<file path="src/rtl/desc_chain_ctrl.sv">
module desc_chain_ctrl #(
  parameter int W     = 32,
  parameter int NSRC  = 4,
  parameter int ALIGN = 5
) (
  input  logic              clk,
  input  logic              rst_n,
  input  logic              reg_we,
  input  logic [1:0]        reg_addr,
  input  logic [W-1:0]      reg_wdata,
  output logic [W-1:0]      reg_rdata,
  output logic              mem_req,
  output logic [W-1:0]      mem_addr,
  input  logic [W-1:0]      mem_rdata,
  input  logic              mem_ack,
  input  logic              mem_err,
  output logic              job_valid,
  input  logic              job_ready,
  output logic [NSRC*W-1:0] job_src,
  output logic [W-1:0]      job_dst,
  output logic [W-1:0]      job_count,
  output logic [W-1:0]      job_cmd,
  output logic              irq
);

  localparam int NW = NSRC + 4;
  localparam int IW = $clog2(NW);
  localparam int SH = $clog2(W / 8);
  localparam logic [W-1:0]  AMASK = {{(W-ALIGN){1'b1}}, {ALIGN{1'b0}}};
  localparam logic [IW-1:0] LASTW = IW'(NW - 1);

  typedef enum logic [1:0] {S_IDLE, S_FETCH, S_ISSUE} state_t;

  state_t        st;
  logic          en;
  logic [2:0]    sts;
  logic [W-1:0]  nda;
  logic [IW-1:0] widx;
  logic [W-1:0]  words [NW];

  logic          active, wr_ctrl, wr_stat, wr_nda, start, stop, done;
  logic [W-1:0]  next_ptr;
  logic          next_zero;
  logic [2:0]    sts_set, sts_clr;

  assign active    = (st != S_IDLE);
  assign wr_ctrl   = reg_we && (reg_addr == 2'd0);
  assign wr_stat   = reg_we && (reg_addr == 2'd1);
  assign wr_nda    = reg_we && (reg_addr == 2'd2);
  assign start     = wr_ctrl && reg_wdata[0] && !active && (nda != '0);
  assign stop      = wr_ctrl && !reg_wdata[0];
  assign next_ptr  = words[0] & AMASK;
  assign next_zero = (next_ptr == '0);

  assign mem_req   = (st == S_FETCH);
  assign mem_addr  = nda + (W'(widx) << SH);
  assign job_valid = (st == S_ISSUE) && en;
  assign done      = job_valid && job_ready;

  assign sts_set[0] = done && job_cmd[0] && next_zero;
  assign sts_set[1] = done && job_cmd[0] && !next_zero;
  assign sts_set[2] = (st == S_FETCH) && mem_err;
  assign sts_clr    = wr_stat ? reg_wdata[2:0] : 3'b000;
  assign irq        = |sts;

  for (genvar g = 0; g < NSRC; g++) begin : g_src
    assign job_src[g*W +: W] = words[1+g];
  end
  assign job_dst   = words[NSRC+1];
  assign job_count = words[NSRC+2];
  assign job_cmd   = words[NSRC+3];

  always_comb begin
    case (reg_addr)
      2'd0:    reg_rdata = {{(W-1){1'b0}}, en};
      2'd1:    reg_rdata = {{(W-4){1'b0}}, active, sts};
      2'd2:    reg_rdata = nda;
      default: reg_rdata = '0;
    endcase
  end

  always_ff @(posedge clk) begin
    if (!rst_n) begin
      st   <= S_IDLE;
      en   <= 1'b0;
      sts  <= '0;
      nda  <= '0;
      widx <= '0;
      for (int i = 0; i < NW; i++) words[i] <= '0;
    end else begin
      sts <= (sts & ~sts_clr) | sts_set;
      if (wr_nda && !active) nda <= reg_wdata & AMASK;
      if (stop) en <= 1'b0;
      case (st)
        S_IDLE: begin
          if (start) begin
            en   <= 1'b1;
            widx <= '0;
            st   <= S_FETCH;
          end
        end
        S_FETCH: begin
          if (mem_err) begin
            en <= 1'b0;
            st <= S_IDLE;
          end else if (mem_ack) begin
            words[widx] <= mem_rdata;
            if (!en)                st   <= S_IDLE;
            else if (widx == LASTW) st   <= S_ISSUE;
            else                    widx <= widx + 1'b1;
          end
        end
        S_ISSUE: begin
          if (!en) begin
            st <= S_IDLE;
          end else if (job_ready) begin
            nda <= next_ptr;
            if (next_zero) begin
              en <= 1'b0;
              st <= S_IDLE;
            end else begin
              widx <= '0;
              st   <= S_FETCH;
            end
          end
        end
        default: st <= S_IDLE;
      endcase
    end
  end

endmodule


</file>
<file path="config.mk">
export PLATFORM = sky130hd
export DESIGN_NAME = desc_chain_ctrl
export DESIGN_NICKNAME = d
export VERILOG_FILES = /design/src/rtl/desc_chain_ctrl.sv
export SDC_FILE = /design/constraint.sdc
export NUM_CORES = 1
export LEC_CHECK = 0
export ABC_AREA = 1
export CORE_UTILIZATION = 51
export CTS_CLUSTER_DIAMETER = 80
export CTS_CLUSTER_SIZE = 40
export DETAILED_ROUTE_END_ITERATION = 10
export PLACE_DENSITY = 0.92
export RECOVER_POWER = 50
export SLEW_MARGIN = 10
export SYNTH_ARGS = -nofsm -noshare
export SYNTH_HDL_FRONTEND = slang
export SYNTH_SLANG_ARGS = --single-unit
</file>
<file path="constraint.sdc">
create_clock -name clk -period 3.8 [get_ports clk]
set_input_delay 0.76 -clock clk [delete_from_list [all_inputs] [get_ports clk]]
set_output_delay 0.76 -clock clk [all_outputs]
set_load 0.03 [all_outputs]
</file>
# --- After elaboration in Yosys (flattened, before gate mapping) ---
# Memory sizes are Yosys's and may differ from the RTL's.
# Cells that the tools add are included.
op_classes:
  reduce_logical: 27
  eq_ne: 16
  n_bitwise: 3
  mux: 40
  add_sub_neg: 2
op_table:
  columns: ["cell", "count"]
  rows:
  - ["32-bit two-way mux", 5]
  - ["32-bit one-hot mux with 3 select lines", 1]
  - ["32-bit by 5-bit adder with 32-bit output", 1]
  - ["32-bit zero test", 1]
  - ["32-bit nonzero test", 1]
  - ["32-bit OR reduction", 1]
  - ["3-bit two-way mux", 10]
  - ["1-bit logical AND", 14]
  - ["1-bit two-way mux", 14]
  - ["2-bit two-way mux", 7]
  - ["2-bit != test (second input constant)", 6]
  - ["3-bit one-hot mux with 3 select lines", 1]
  - ["9-bit AND reduction", 1]
  - ["2-bit one-hot mux with 3 select lines", 1]
  - ["2-bit by 1-bit == test with 1-bit output (second input constant)", 2]
  - ["2-bit == test (second input constant)", 2]
  - ["2-bit zero test", 2]
  - ["2-bit by 1-bit != test with 1-bit output (second input constant)", 2]
  - ["4-bit by 3-bit != test with 1-bit output (second input constant)", 1]
  - ["4-bit AND reduction", 1]
  - ["3-bit by 1-bit adder with 3-bit output (second input constant)", 1]
  - ["3-bit bitwise AND", 1]
  - ["3-bit == test (second input constant)", 1]
  - ["1-bit zero test", 3]
  - ["other kinds (8)", 8]
word_totals:
  ramBits: 256
  regBits: 41
  memories: 1
  out_inout_bits: 291
  word_cells: 94
  inputBits: 72
mem_list:
  columns: ["memory", "words", "width", "rd", "rd_ports_with_merged_regs", "write_ports", "line", "source"]
  rows:
  - ["words", 8, 32, 8, 0, 8, "39", "logic [W-1:0] words [NW];"]

# --- Longest topological paths before layout ---
# Gate-level depths: netlist (run 1).
depth:
  ltp_word: 8
  depth_mapped: 11

# --- Worst setup path before layout (run 1) ---
# No wires, ideal clock.
synth_timing:
  path_type: "register to output"
  from: "register widx[0]"
  to: "output port mem_addr[22]"
  path_slack_ns: 0.801
  arrival_ns: 2.239
  path_stages_with_launch: 10
  path_cell_list: "dfxtp_1 ha_1 fa_1 nand2_1 a21oi_2 nand3_1 nor2_2 nand4_1 nor2_2 xor2_1"
synth_via:
  elab_chain_cells: 1
synth_rtl:
  columns: ["element", "line", "source"]
  rows:
  - ["start: declaration", "38", "logic [IW-1:0] widx;"]
  - ["start signal: assignment", "110", "else widx <= widx + 1'b1;"]
  - ["32-bit by 5-bit adder with 32-bit output", "56", "assign mem_addr = nda + (W'(widx) << SH);"]
  - ["end: declaration", "13", "output logic [W-1:0] mem_addr,"]
# No other way between the ends.

# --- Final worst setup path (run 1) ---
layout_timing:
  from: "register widx[2]"
  to: "output port mem_addr[28]"
# Same word-level chain as after synthesis.

==> results of run 1 <==
power breakdown:
part           switching [mW]  leakage (nW)  internal [mW]
clock                   0.978         0.202          0.728
sequential             0.0528          2.92           3.58
combinational           0.536          3.70          0.292
routing by layer:
metal  vias up  GRT usage  routed length [µm]  part of all wire
met5         -          0                   0                 0
met4         0      0.133                1490             0.040
met3        92     0.0809                3930              0.11
met2       571      0.513               18500              0.50
met1      4530      0.329               13200              0.36
li1       4422          -                   -                 -
per-stage QoR:
| stage | setup slack (ns) | area, µm² |
|---|---|---|
| 6_report | 0.129 | 16500 |
| 2_1_floorplan | 0.801 | 12300 |
| 5_1_grt | -0.0349 | 16500 |
| 4_1_cts | 0.0119 | 16600 |
| 3_5_place_dp | 0.304 | 16200 |
| 3_3_place_gp | 0.384 | 16200 |
critical path: stages (launching register included):
cell	delay, ns
dfxtp_1	0.40
ha_1	0.40
inv_1	0.10
nor3_1	0.18
nand3_1	0.09
nand2_1	0.18
nand4_1	0.16
xor2_1	0.22
clkdlybuf4s50_1	0.70
cell usage in the layout (no fill, tap or decap), types with 7 or more instances in the layout:
| cell | synthesis | layout |
|---|---|---|
| a21oi_1 | 61 | 61 |
| buf_4 | 6 | 10 |
| clkbuf_1 | 16 | 8 |
| clkbuf_16 | 0 | 13 |
| clkdlybuf4s50_1 | 0 | 342 |
| dfxtp_1 | 41 | 40 |
| dlymetal6s2s_1 | 0 | 7 |
| edfxtp_1 | 251 | 251 |
| inv_1 | 151 | 151 |
| nand2_1 | 84 | 86 |
| nand3_1 | 17 | 15 |
| nand4_1 | 16 | 16 |
| nor2_1 | 362 | 364 |
| nor3_1 | 21 | 20 |
| o21ai_0 | 31 | 31 |
| xor2_1 | 28 | 28 |
cell type report:
type | count | area (µm²) | area share
antenna | 1 | 2.50 | 0.000152
inverter | 154 | 578 | 0.0350
timing repair buffer | 382 | 3730 | 0.226
sequential | 292 | 8360 | 0.507
clock inverter | 7 | 87.6 | 0.00531
tap | 319 | 399 | 0.0242
multi-input combinational | 656 | 3010 | 0.183
clock buffer | 13 | 325 | 0.0197
sequential cells by signal, summed over array words and instances, names as in the netlist:
| signal | count |
|---|---|
| words | 251 |
| nda | 32 |
| sts | 3 |
| widx | 3 |
| st | 2 |
| en | 1 |
path summary, 6_finish.rpt:
kind                            cells after the start                         end
worst max-delay path                                8                mem_addr[28]
worst max register to register                      9  words[0][14]$_SDFFCE_PN0P_
worst min register to register                      2           sts[2]$_SDFF_PN0_
worst min-delay path                                2           sts[2]$_SDFF_PN0_
logic make-up after synthesis:
| group | share of synthesized area |
|---|---|
| AND/OR/NAND/NOR | 0.178 |
| flip-flops | 0.679 |
| buffers and inverters | 0.0737 |
| AO/OA/AOI/OAI | 0.0421 |
| XOR/XNOR | 0.0199 |
| adder cells (fa/ha/maj) | 0.00671 |
repair_timing:
action / CTS / global route
hold buffers: 0 / 0
endpoints found under the setup margin: 6 / 12
gates resized for setup: 7 / 14
endpoints found under the hold margin: 0 / 0
==> results.txt, run 1 <==
Clock Skew: 0.0293 ns
Yosys top cell by area: edfxtp_1
Layout Nets: 1576
Final setup viols: 0
Fin crit period: 3.67 ns
Fin util: 0.701
Post-DP HPWL: 26700 µm
Hold path start: sts[2]$_SDFF_PN0_
CP max FO: 7
Worst Path Required: 3.04 ns
MaxCap Viol Count: 7
Syn_nets: 1223
Peak supply drop: 0.000484 V
Register bit count reported by yosys: 292
Pwr Total: 6.16 mW
Critical path capture point type: output pin
Origin of the critical flop-to-flop path: st[0]$_SDFFE_PN0P_
Clk buf depth: 3
Via count: 9615
Crit Path Category: flop to output pin
Prevailing post-synth register cell: edfxtp_1
Register area share after synthesis: 0.679
Total Routed Length: 37000 µm
DRT Pass-1 Iters: 6
Clk slew on worst S/H paths: 0.11 ns
Placed Cells: 1803
Post-route clock period utilization: 0.966
IO buf count: 360
ANT nets after route: 0
RSZ-0062 raised after global routing: true
CTS sink cnt: 292
Die Height: 157 µm
Vias in the first global route: 9559
Worst min-delay path class: flop to flop
Slew @ Worst Pin: 2.04 ns
Boundary Pins: 363
Post-Synthesis Cell Area: 0.0123 mm²
Worst Setup Start Kind: flop
Synth cell types: 33
Post-CTS Setup Inserts: 0
Routability cong.: 0.973
Warnings, synthesis: 0
Die ar.: 0.0248 mm²
Die Width: 157 µm
Initial Utilization: 0.523
TritonCTS clock tree: done
Proportion of layout cells with a drive suffix above 1: 0.0392
Fin. Hold Viols: 0
Latest clock arrival within the worst-skew pair: 0.51 ns
Worst Setup SP: widx[2]$_SDFFE_PN0P_
H-tree levels: 1
Cells after Synth: 1145
Core area: 0.0235 mm²
Status: finished, violations left
Yosys top cell area share: 0.613
Num CTS Buffers: 12
Fill cell count: 1654
Gr ovfl total: 0
Commonest cells post-synth: nor2_1 (362), edfxtp_1 (251), inv_1 (151), nand2_1 (84), a21oi_1 (61)
Pwr Density: 374 mW/mm²
Vias/cell: 5.27
WL/cell: 20.3 µm
FP Rows: 56
All-Layer GR Usage: 0.292
Residual DRC: 0
Slew HR: -0.357
Leakage: 6.83 nW
Detailed Route Iter0 Violations: 911
Layout Cells excl Fill: 1824
Failing checks: capacitance limit, slew limit
TNS Setup: 0 ns
Largest net degree at the start of global routing: 62
First-pass GRT wire length: 53100 µm
Crit path arrival time: 2.91 ns
Most frequent cell after synthesis: nor2_1
Initial antenna violation count: 0
FF-to-FF setup slack: 0.51 ns
Syn avg cell area: 10.7 µm²
Number of synthesized flops with an enable pin: 251
WHS: 0.474 ns
Post-synth ARST share: 0
Area grow syn2layout: 34.1%
Top cells by area, synth: edfxtp_1 (61%), nor2_1 (11%), dfxtp_1 (6.7%)
Clk root buf: clkbuf_16
Peak Freq: 272 MHz
Final Slew Violations: 231
Power figures use the tool's default switching activity.
==> inputs of run 2 (changes only) <==
--- a/config.mk
+++ b/config.mk
@@ -6,12 +6,14 @@
 export NUM_CORES = 1
 export LEC_CHECK = 0
 export ABC_AREA = 1
+export CORE_ASPECT_RATIO = 0.75
 export CORE_UTILIZATION = 51
 export CTS_CLUSTER_DIAMETER = 80
 export CTS_CLUSTER_SIZE = 40
 export DETAILED_ROUTE_END_ITERATION = 10
 export PLACE_DENSITY = 0.92
 export RECOVER_POWER = 50
+export REMOVE_ABC_BUFFERS = 1
 export SLEW_MARGIN = 10
 export SYNTH_ARGS = -nofsm -noshare
 export SYNTH_HDL_FRONTEND = slang
==> run 2 against run 1 <==
Effect of this change:
- the run now ends clean
- non-clock buffer count unchanged
- sequential share of layout area decreased by 0.34 points
- clock power increased by 5%
- highest routed layer unchanged
- critical path depth decreased by 1
- register-to-register slack improved by 0.15 ns
- utilization increased by 1.0 points
- setup slack improved by 0.019 ns
- cell area increased by 0.68%
- power increased by 1.3%
- clock-buffer cell count increased by 1
- routed wire length increased by 5.0%
==> results.txt, run 2 (synthesized netlist as in run 1, its figures left out) <==
Post-DP HPWL: 27700 µm (was 26700 µm)
Reg power frac: 0.582 (was 0.589)
CTS sink cnt: 292 (unchanged)
Status: finished clean (was finished, violations left)
Layout Nets: 1576 (unchanged)
Fin crit period: 3.65 ns (was 3.67 ns)
Die ar.: 0.0248 mm² (about the same)
Critical Path, Cell by Cell: dlygate4sd3_1, inv_1, nor2_1, inv_1, buf_12, nor2_1, clkdlybuf4s50_1 (was ha_1, inv_1, nor3_1, nand3_1, nand2_1, nand4_1, xor2_1, clkdlybuf4s50_1)
Vias in the first global route: 9716 (was 9559)
Crit Path Category: input port to output pin (was flop to output pin)
Cell-internal power: 4.61 mW (was 4.60 mW)
Post_cts resized: 8 (was 7)
Hold path start: sts[2]$_SDFF_PN0_ (unchanged)
Net Switching: 1.63 mW (was 1.57 mW)
Worst Setup SP: reg_addr[1] (was widx[2]$_SDFFE_PN0P_)
Slowest CP cell: clkdlybuf4s50_1 (unchanged)
ANT nets after route: 0 (unchanged)
Final Slew Violations: 0 (was 231)
Post-CTS Setup Inserts: 0 (unchanged)
Slew @ Worst Pin: 1.41 ns (was 2.04 ns)
Largest regs: words (251), nda (32) (unchanged)
Critical path capture point type: output pin (unchanged)
Slew HR: 0.0531 (was -0.357)
Max reg flops: 251 (unchanged)
Die Width: 181 µm (was 157 µm)
Detailed Route Iter0 Violations: 897 (was 911)
Initial Utilization: 0.527 (was 0.523)
Clock Skew: 0.0203 ns (was 0.0293 ns)
Post-place instance area: 0.0162 mm² (about the same)
Crit-path max cell delay: 0.69 ns (was 0.70 ns)
FP Rows: 48 (was 56)
Total Routed Length: 38900 µm (was 37000 µm)
Clk root buf: clkbuf_16 (unchanged)
Core area: 0.0234 mm² (was 0.0235 mm²)
Gr ovfl total: 0 (unchanged)
TNS Setup: 0 ns (unchanged)
Peak supply drop: 0.000565 V (was 0.000484 V)
Latest clock arrival within the worst-skew pair: 0.52 ns (was 0.51 ns)
Routability cong.: 1.00 (was 0.973)
Final Instance Area: 0.0166 mm² (was 0.0165 mm²)
Peak Freq: 274 MHz (was 272 MHz)
Fin. Hold Viols: 0 (unchanged)
CP max FO: 19 (was 7)
Vias/cell: 5.42 (was 5.27)
Initial antenna violation count: 2 (was 0)
Fill cell count: 1634 (was 1654)
Boundary Pins: 363 (unchanged)
Worst Setup Start Kind: input port (was flop)
All-Layer GR Usage: 0.306 (was 0.292)
Leakage: 7.05 nW (was 6.83 nW)
Most frequent cells in the layout: nor2_1 (364), clkdlybuf4s50_1 (262), edfxtp_1 (251) (was nor2_1 (364), clkdlybuf4s50_1 (342), edfxtp_1 (251))
Final setup viols: 0 (unchanged)
Residual DRC: 0 (unchanged)
Clk buf depth: 3 (unchanged)
Sw Share: 0.261 (was 0.254)
Num CTS Buffers: 12 (unchanged)
Commonest non-fill, non-tap cell in the layout: nor2_1 (unchanged)
Crit path buf inv count: 5 (was 2)
Die Height: 137 µm (was 157 µm)
Worst min-delay path class: flop to flop (unchanged)
Proportion of layout cells with a drive suffix above 1: 0.0465 (was 0.0392)
TritonCTS clock tree: done (unchanged)
WL/cell: 21.5 µm (was 20.3 µm)
Combinational Power Share: 0.132 (was 0.134)
RSZ-0062 raised after global routing: false (was true)
CP top delay family: buffers and inverters (unchanged)
Area grow syn2layout: 35.0% (was 34.1%)
H-tree levels: 1 (unchanged)
Clk slew on worst S/H paths: 0.12 ns (was 0.11 ns)
Largest net degree at the start of global routing: 49 (was 62)
MaxCap Viol Count: 0 (was 7)
Clk pwr share: 0.287 (was 0.277)
Largest Register: words (unchanged)
Pwr Density: 376 mW/mm² (was 374 mW/mm²)
IO buf count: 360 (unchanged)
Post-route clock period utilization: 0.961 (was 0.966)
Cts hold-fix bufs: 0 (unchanged)
Worst Path Required: 3.04 ns (about the same)
Crit path arrival time: 2.89 ns (was 2.91 ns)
Origin of the critical flop-to-flop path: st[0]$_SDFFE_PN0P_ (unchanged)
First-pass GRT wire length: 56100 µm (was 53100 µm)
DRT Pass-1 Iters: 8 (was 6)
Via count: 9793 (was 9615)
## run 2: layout make-up
cell class                 instances  area, µm²  share of cell area
clock buffer                      14        329              0.0198
timing repair buffer             382       3850               0.232
tap                              300        375              0.0226
sequential                       292       8360               0.503
multi-input combinational        656       3000               0.180
inverter                         154        578              0.0348
antenna                            2       5.00            0.000301
clock inverter                     6        111             0.00670
## run 2: power groups by stage
stage                     logic, mW  clock network, mW  registers [mW]
after detailed placement      0.838                  0            3.71
final                         0.823               1.79            3.63
after floorplan               0.240                  0            3.87
after global routing          0.862               1.88            3.64
after CTS                     0.837               1.80            3.63
after global placement        0.826                  0            3.70
## run 2: final timing paths
check / end / cells after the start / slack [ns]
setup / recovery: reg_rdata[19] / 7 / 0.15
hold / removal: sts[2]$_SDFF_PN0_ / 2 / 0.48
setup reg to reg: words[0][19]$_SDFFCE_PN0P_ / 9 / 0.66
hold reg to reg: sts[2]$_SDFF_PN0_ / 2 / 0.48
## run 2: worst register-to-register path, stage by stage, from the launching register on
cell and delay, ns:
dfxtp_1 0.42, nand2_1 0.09, inv_2 0.16, nand2_1 0.09, inv_1 0.08, nand3_1 0.13, nor2_1 0.52, nand2_1 0.75
nand2_1 0.22, buf_4 0.37
## run 2: stage by stage
step | power, mW | instances | utilization | hold WS (ns) | setup WS, ns
CTS | 6.27 | 1804 | 0.714 | 0.479 | 0.0168
finish | 6.24 | 1806 | 0.711 | 0.478 | 0.148
global placement | 4.52 | 1784 | 0.696 | 0.457 | 0.297
global route | 6.39 | 1806 | 0.711 | 0.507 | 0.0129
floorplan | 4.11 | 1102 | - | 0.439 | 0.801
detailed placement | 4.54 | 1784 | 0.696 | 0.461 | 0.237
## run 2: per-layer routing
layer,wire length [µm],GRT usage
met3,4580,0.0854
met4,1160,0.112
met5,0,0
met2,18700,0.520
met1,14400,0.378
==> inputs of run 3 (changes only) <==
--- a/config.mk
+++ b/config.mk
@@ -6,7 +6,6 @@
 export NUM_CORES = 1
 export LEC_CHECK = 0
 export ABC_AREA = 1
-export CORE_ASPECT_RATIO = 0.75
 export CORE_UTILIZATION = 51
 export CTS_CLUSTER_DIAMETER = 80
 export CTS_CLUSTER_SIZE = 40
==> run 3 against run 2 <==
Effect of this change:
- the run now ends with capacitance limit, slew limit left
- worst hold slack improved by 0.0095 ns
- cell count rose by 1.2%
- flip-flop and latch count did not move
- sequential share of layout area fell by 0.34 points
- critical path type is now flop to output pin
- critical endpoint is now mem_addr[22]
==> results.txt, run 3 (synthesized netlist as in run 1, its figures left out) <==
Detailed Route Iter0 Violations: 949 (was 897)
Hold path start: sts[2]$_SDFF_PN0_ (unchanged)
Clock Skew: 0.0242 ns (was 0.0203 ns)
Layout Cells excl Fill: 1828 (was 1806)
Proportion of layout cells with a drive suffix above 1: 0.0484 (was 0.0465)
Net Switching: 1.78 mW (was 1.63 mW)
Fill cell count: 1642 (was 1634)
H-tree levels: 1 (unchanged)
Worst Setup Start Kind: flop (was input port)
Area of the multi-input gates: 0.00303 mm² (was 0.00300 mm²)
Worst Path Required: 3.04 ns (about the same)
Initial Utilization: 0.523 (was 0.527)
Origin of the critical flop-to-flop path: st[0]$_SDFFE_PN0P_ (unchanged)
Status: finished, violations left (was finished clean)
MaxCap Viol Count: 3 (was 0)
Layout Nets: 1577 (was 1576)
Vias in the first global route: 10000 (was 9716)
Residual DRC: 0 (unchanged)
Peak supply drop: 0.000460 V (was 0.000565 V)
Cell-internal power: 4.70 mW (was 4.61 mW)
Gr ovfl total: 0 (unchanged)
GRT met3 Usage: 0.0790 (was 0.0854)
Placed Cells: 1802 (was 1784)
First-pass GRT wire length: 56500 µm (was 56100 µm)
Sw Share: 0.274 (was 0.261)
All-Layer GR Usage: 0.313 (was 0.306)
Slew @ Worst Pin: 2.01 ns (was 1.41 ns)
Fin util: 0.710 (was 0.711)
TritonCTS clock tree: done (unchanged)
Post-DP HPWL: 27600 µm (was 27700 µm)
Via count: 9842 (was 9793)
Core area: 0.0235 mm² (was 0.0234 mm²)
FP Rows: 56 (was 48)
Final setup viols: 0 (unchanged)
Worst min-delay path class: flop to flop (unchanged)
Reg area: 0.00836 mm² (unchanged)
Clk root buf: clkbuf_16 (unchanged)
Fin crit period: 3.62 ns (was 3.65 ns)
Largest net degree at the start of global routing: 62 (was 49)
Pre-CTS setup slack: 0.249 ns (was 0.237 ns)
Post-route clock period utilization: 0.952 (was 0.961)
Leakage: 6.98 nW (was 7.05 nW)
WL/cell: 21.6 µm (was 21.5 µm)
Hold depth: 2 (unchanged)
GRT met1 Usage: 0.356 (was 0.378)
Num CTS Buffers: 14 (was 12)
Critical path capture point type: output pin (unchanged)
Largest regs: words (251), nda (32) (unchanged)
Combinational Power Share: 0.128 (was 0.132)
Slew HR: -0.342 (was 0.0531)
Final Slew Violations: 99 (was 0)
Max reg flops: 251 (unchanged)
Hold EP: sts[2]$_SDFF_PN0_ (unchanged)
ANT nets after route: 0 (unchanged)
Largest Register: words (unchanged)
Reg power frac: 0.561 (was 0.582)
Die ar.: 0.0248 mm² (about the same)
Clk buf depth: 3 (unchanged)
Die Height: 157 µm (was 137 µm)
Fin. Hold Viols: 0 (unchanged)
Initial antenna violation count: 2 (unchanged)
IO buf count: 360 (unchanged)
Clk pwr share: 0.311 (was 0.287)
Latest clock arrival within the worst-skew pair: 0.53 ns (was 0.52 ns)
Most frequent cells in the layout: nor2_1 (364), clkdlybuf4s50_1 (321), edfxtp_1 (251) (was nor2_1 (364), clkdlybuf4s50_1 (262), edfxtp_1 (251))
Routability cong.: 0.928 (was 1.00)
Crit path arrival time: 2.86 ns (was 2.89 ns)
Commonest non-fill, non-tap cell in the layout: nor2_1 (unchanged)
Total Routed Length: 39500 µm (was 38900 µm)
RSZ-0062 raised after global routing: false (unchanged)
Area grow syn2layout: 35.9% (was 35.0%)
Worst reg-to-reg path cell count: 9 (unchanged)
Grt peak-use layer: met2 (unchanged)
Die Width: 157 µm (was 181 µm)
CTS sink cnt: 292 (unchanged)
Boundary Pins: 363 (unchanged)
FF-to-FF End: words[0][9]$_SDFFCE_PN0P_ (was words[0][19]$_SDFFCE_PN0P_)
Post-CTS Setup Inserts: 0 (unchanged)
Clk slew on worst S/H paths: 0.11 ns (was 0.12 ns)
GR Layer Usage met2: 0.538 (was 0.520)
Peak Freq: 276 MHz (was 274 MHz)
CP max FO: 4 (was 19)
Crit Path Category: flop to output pin (was input port to output pin)
Failing checks: capacitance limit, slew limit
TNS Setup: 0 ns (unchanged)
DRT Pass-1 Iters: 5 (was 8)
Pwr Density: 387 mW/mm² (was 376 mW/mm²)
Vias/cell: 5.38 (was 5.42)
Worst setup margin: 0.183 ns (was 0.148 ns)
FF-to-FF setup slack: 0.52 ns (was 0.66 ns)
[run 3: changes by cell type in the layout (fill, tap and decap cells not counted), sizes merged]
cell           before  now
clkdlybuf4s50     262  321
dlygate4sd3        77   20
buf                19   13
clkbuf             24   30
inv               156  159
bufinv              1    0
clkdlybuf4s15       1    0
clkinvlp            0    1
dlymetal6s2s        9    8
[run 3: layout make-up]
class                   count  share of cell area
clock buffers              15              0.0224
well taps                 319              0.0239
diodes                      2            0.000299
clock inverters             9              0.0105
multi-input cells         656               0.181
repair buffers            381               0.227
flip-flops and latches    292               0.500
inverters                 154              0.0346
[run 3: power groups by stage]
stage	Sequential (mW)	Combinational [mW]	Clock (mW)
after floorplan	3.87	0.240	0
after global placement	3.69	0.830	0
after detailed placement	3.70	0.842	0
after CTS	3.63	0.843	2.01
after global routing	3.64	0.872	2.11
final	3.63	0.832	2.01
[run 3: worst max path at each step]
stage                          from            to
2_1_floorplan  widx[0]$_SDFFE_PN0P_  mem_addr[22]
3_3_place_gp   widx[1]$_SDFFE_PN0P_  mem_addr[22]
3_5_place_dp   widx[1]$_SDFFE_PN0P_  mem_addr[22]
4_1_cts           nda[2]$_SDFF_PN0_  mem_addr[22]
5_1_grt           nda[2]$_SDFF_PN0_  mem_addr[22]
6_report          nda[2]$_SDFF_PN0_  mem_addr[22]
[run 3: per-layer routing]
| metal | wire length [µm] | part of all wire |
|---|---|---|
| met1 | 14000 | 0.35 |
| met2 | 19700 | 0.50 |
| met3 | 4070 | 0.10 |
| met4 | 1840 | 0.046 |
| met5 | 0 | 0 |
[run 3: critical path: stages, from the launching register on]
cell	delay, ns
dfxtp_1	0.37
ha_1	0.23
fa_1	0.26
nand2_1	0.08
a21oi_2	0.19
nand3_1	0.24
nor2_4	0.18
nand4_1	0.17
nor2_2	0.13
xor2_1	0.24
clkbuf_2	0.26
[run 3: repair_timing]
item / 4_1_cts / 5_1_grt
endpoints found under the hold margin: 0 / 0
setup endpoints to repair: 11 / 13
gates resized for setup: 9 / 16
hold buffers: 0 / 0
[run 3: through the flow]
step	cell area, µm²	total power, mW	hold slack (ns)
detailed placement	16300	4.55	0.463
CTS	16800	6.49	0.487
global placement	16300	4.52	0.458
finish	16700	6.48	0.488
floorplan	12000	4.11	0.439
global route	16700	6.62	0.519
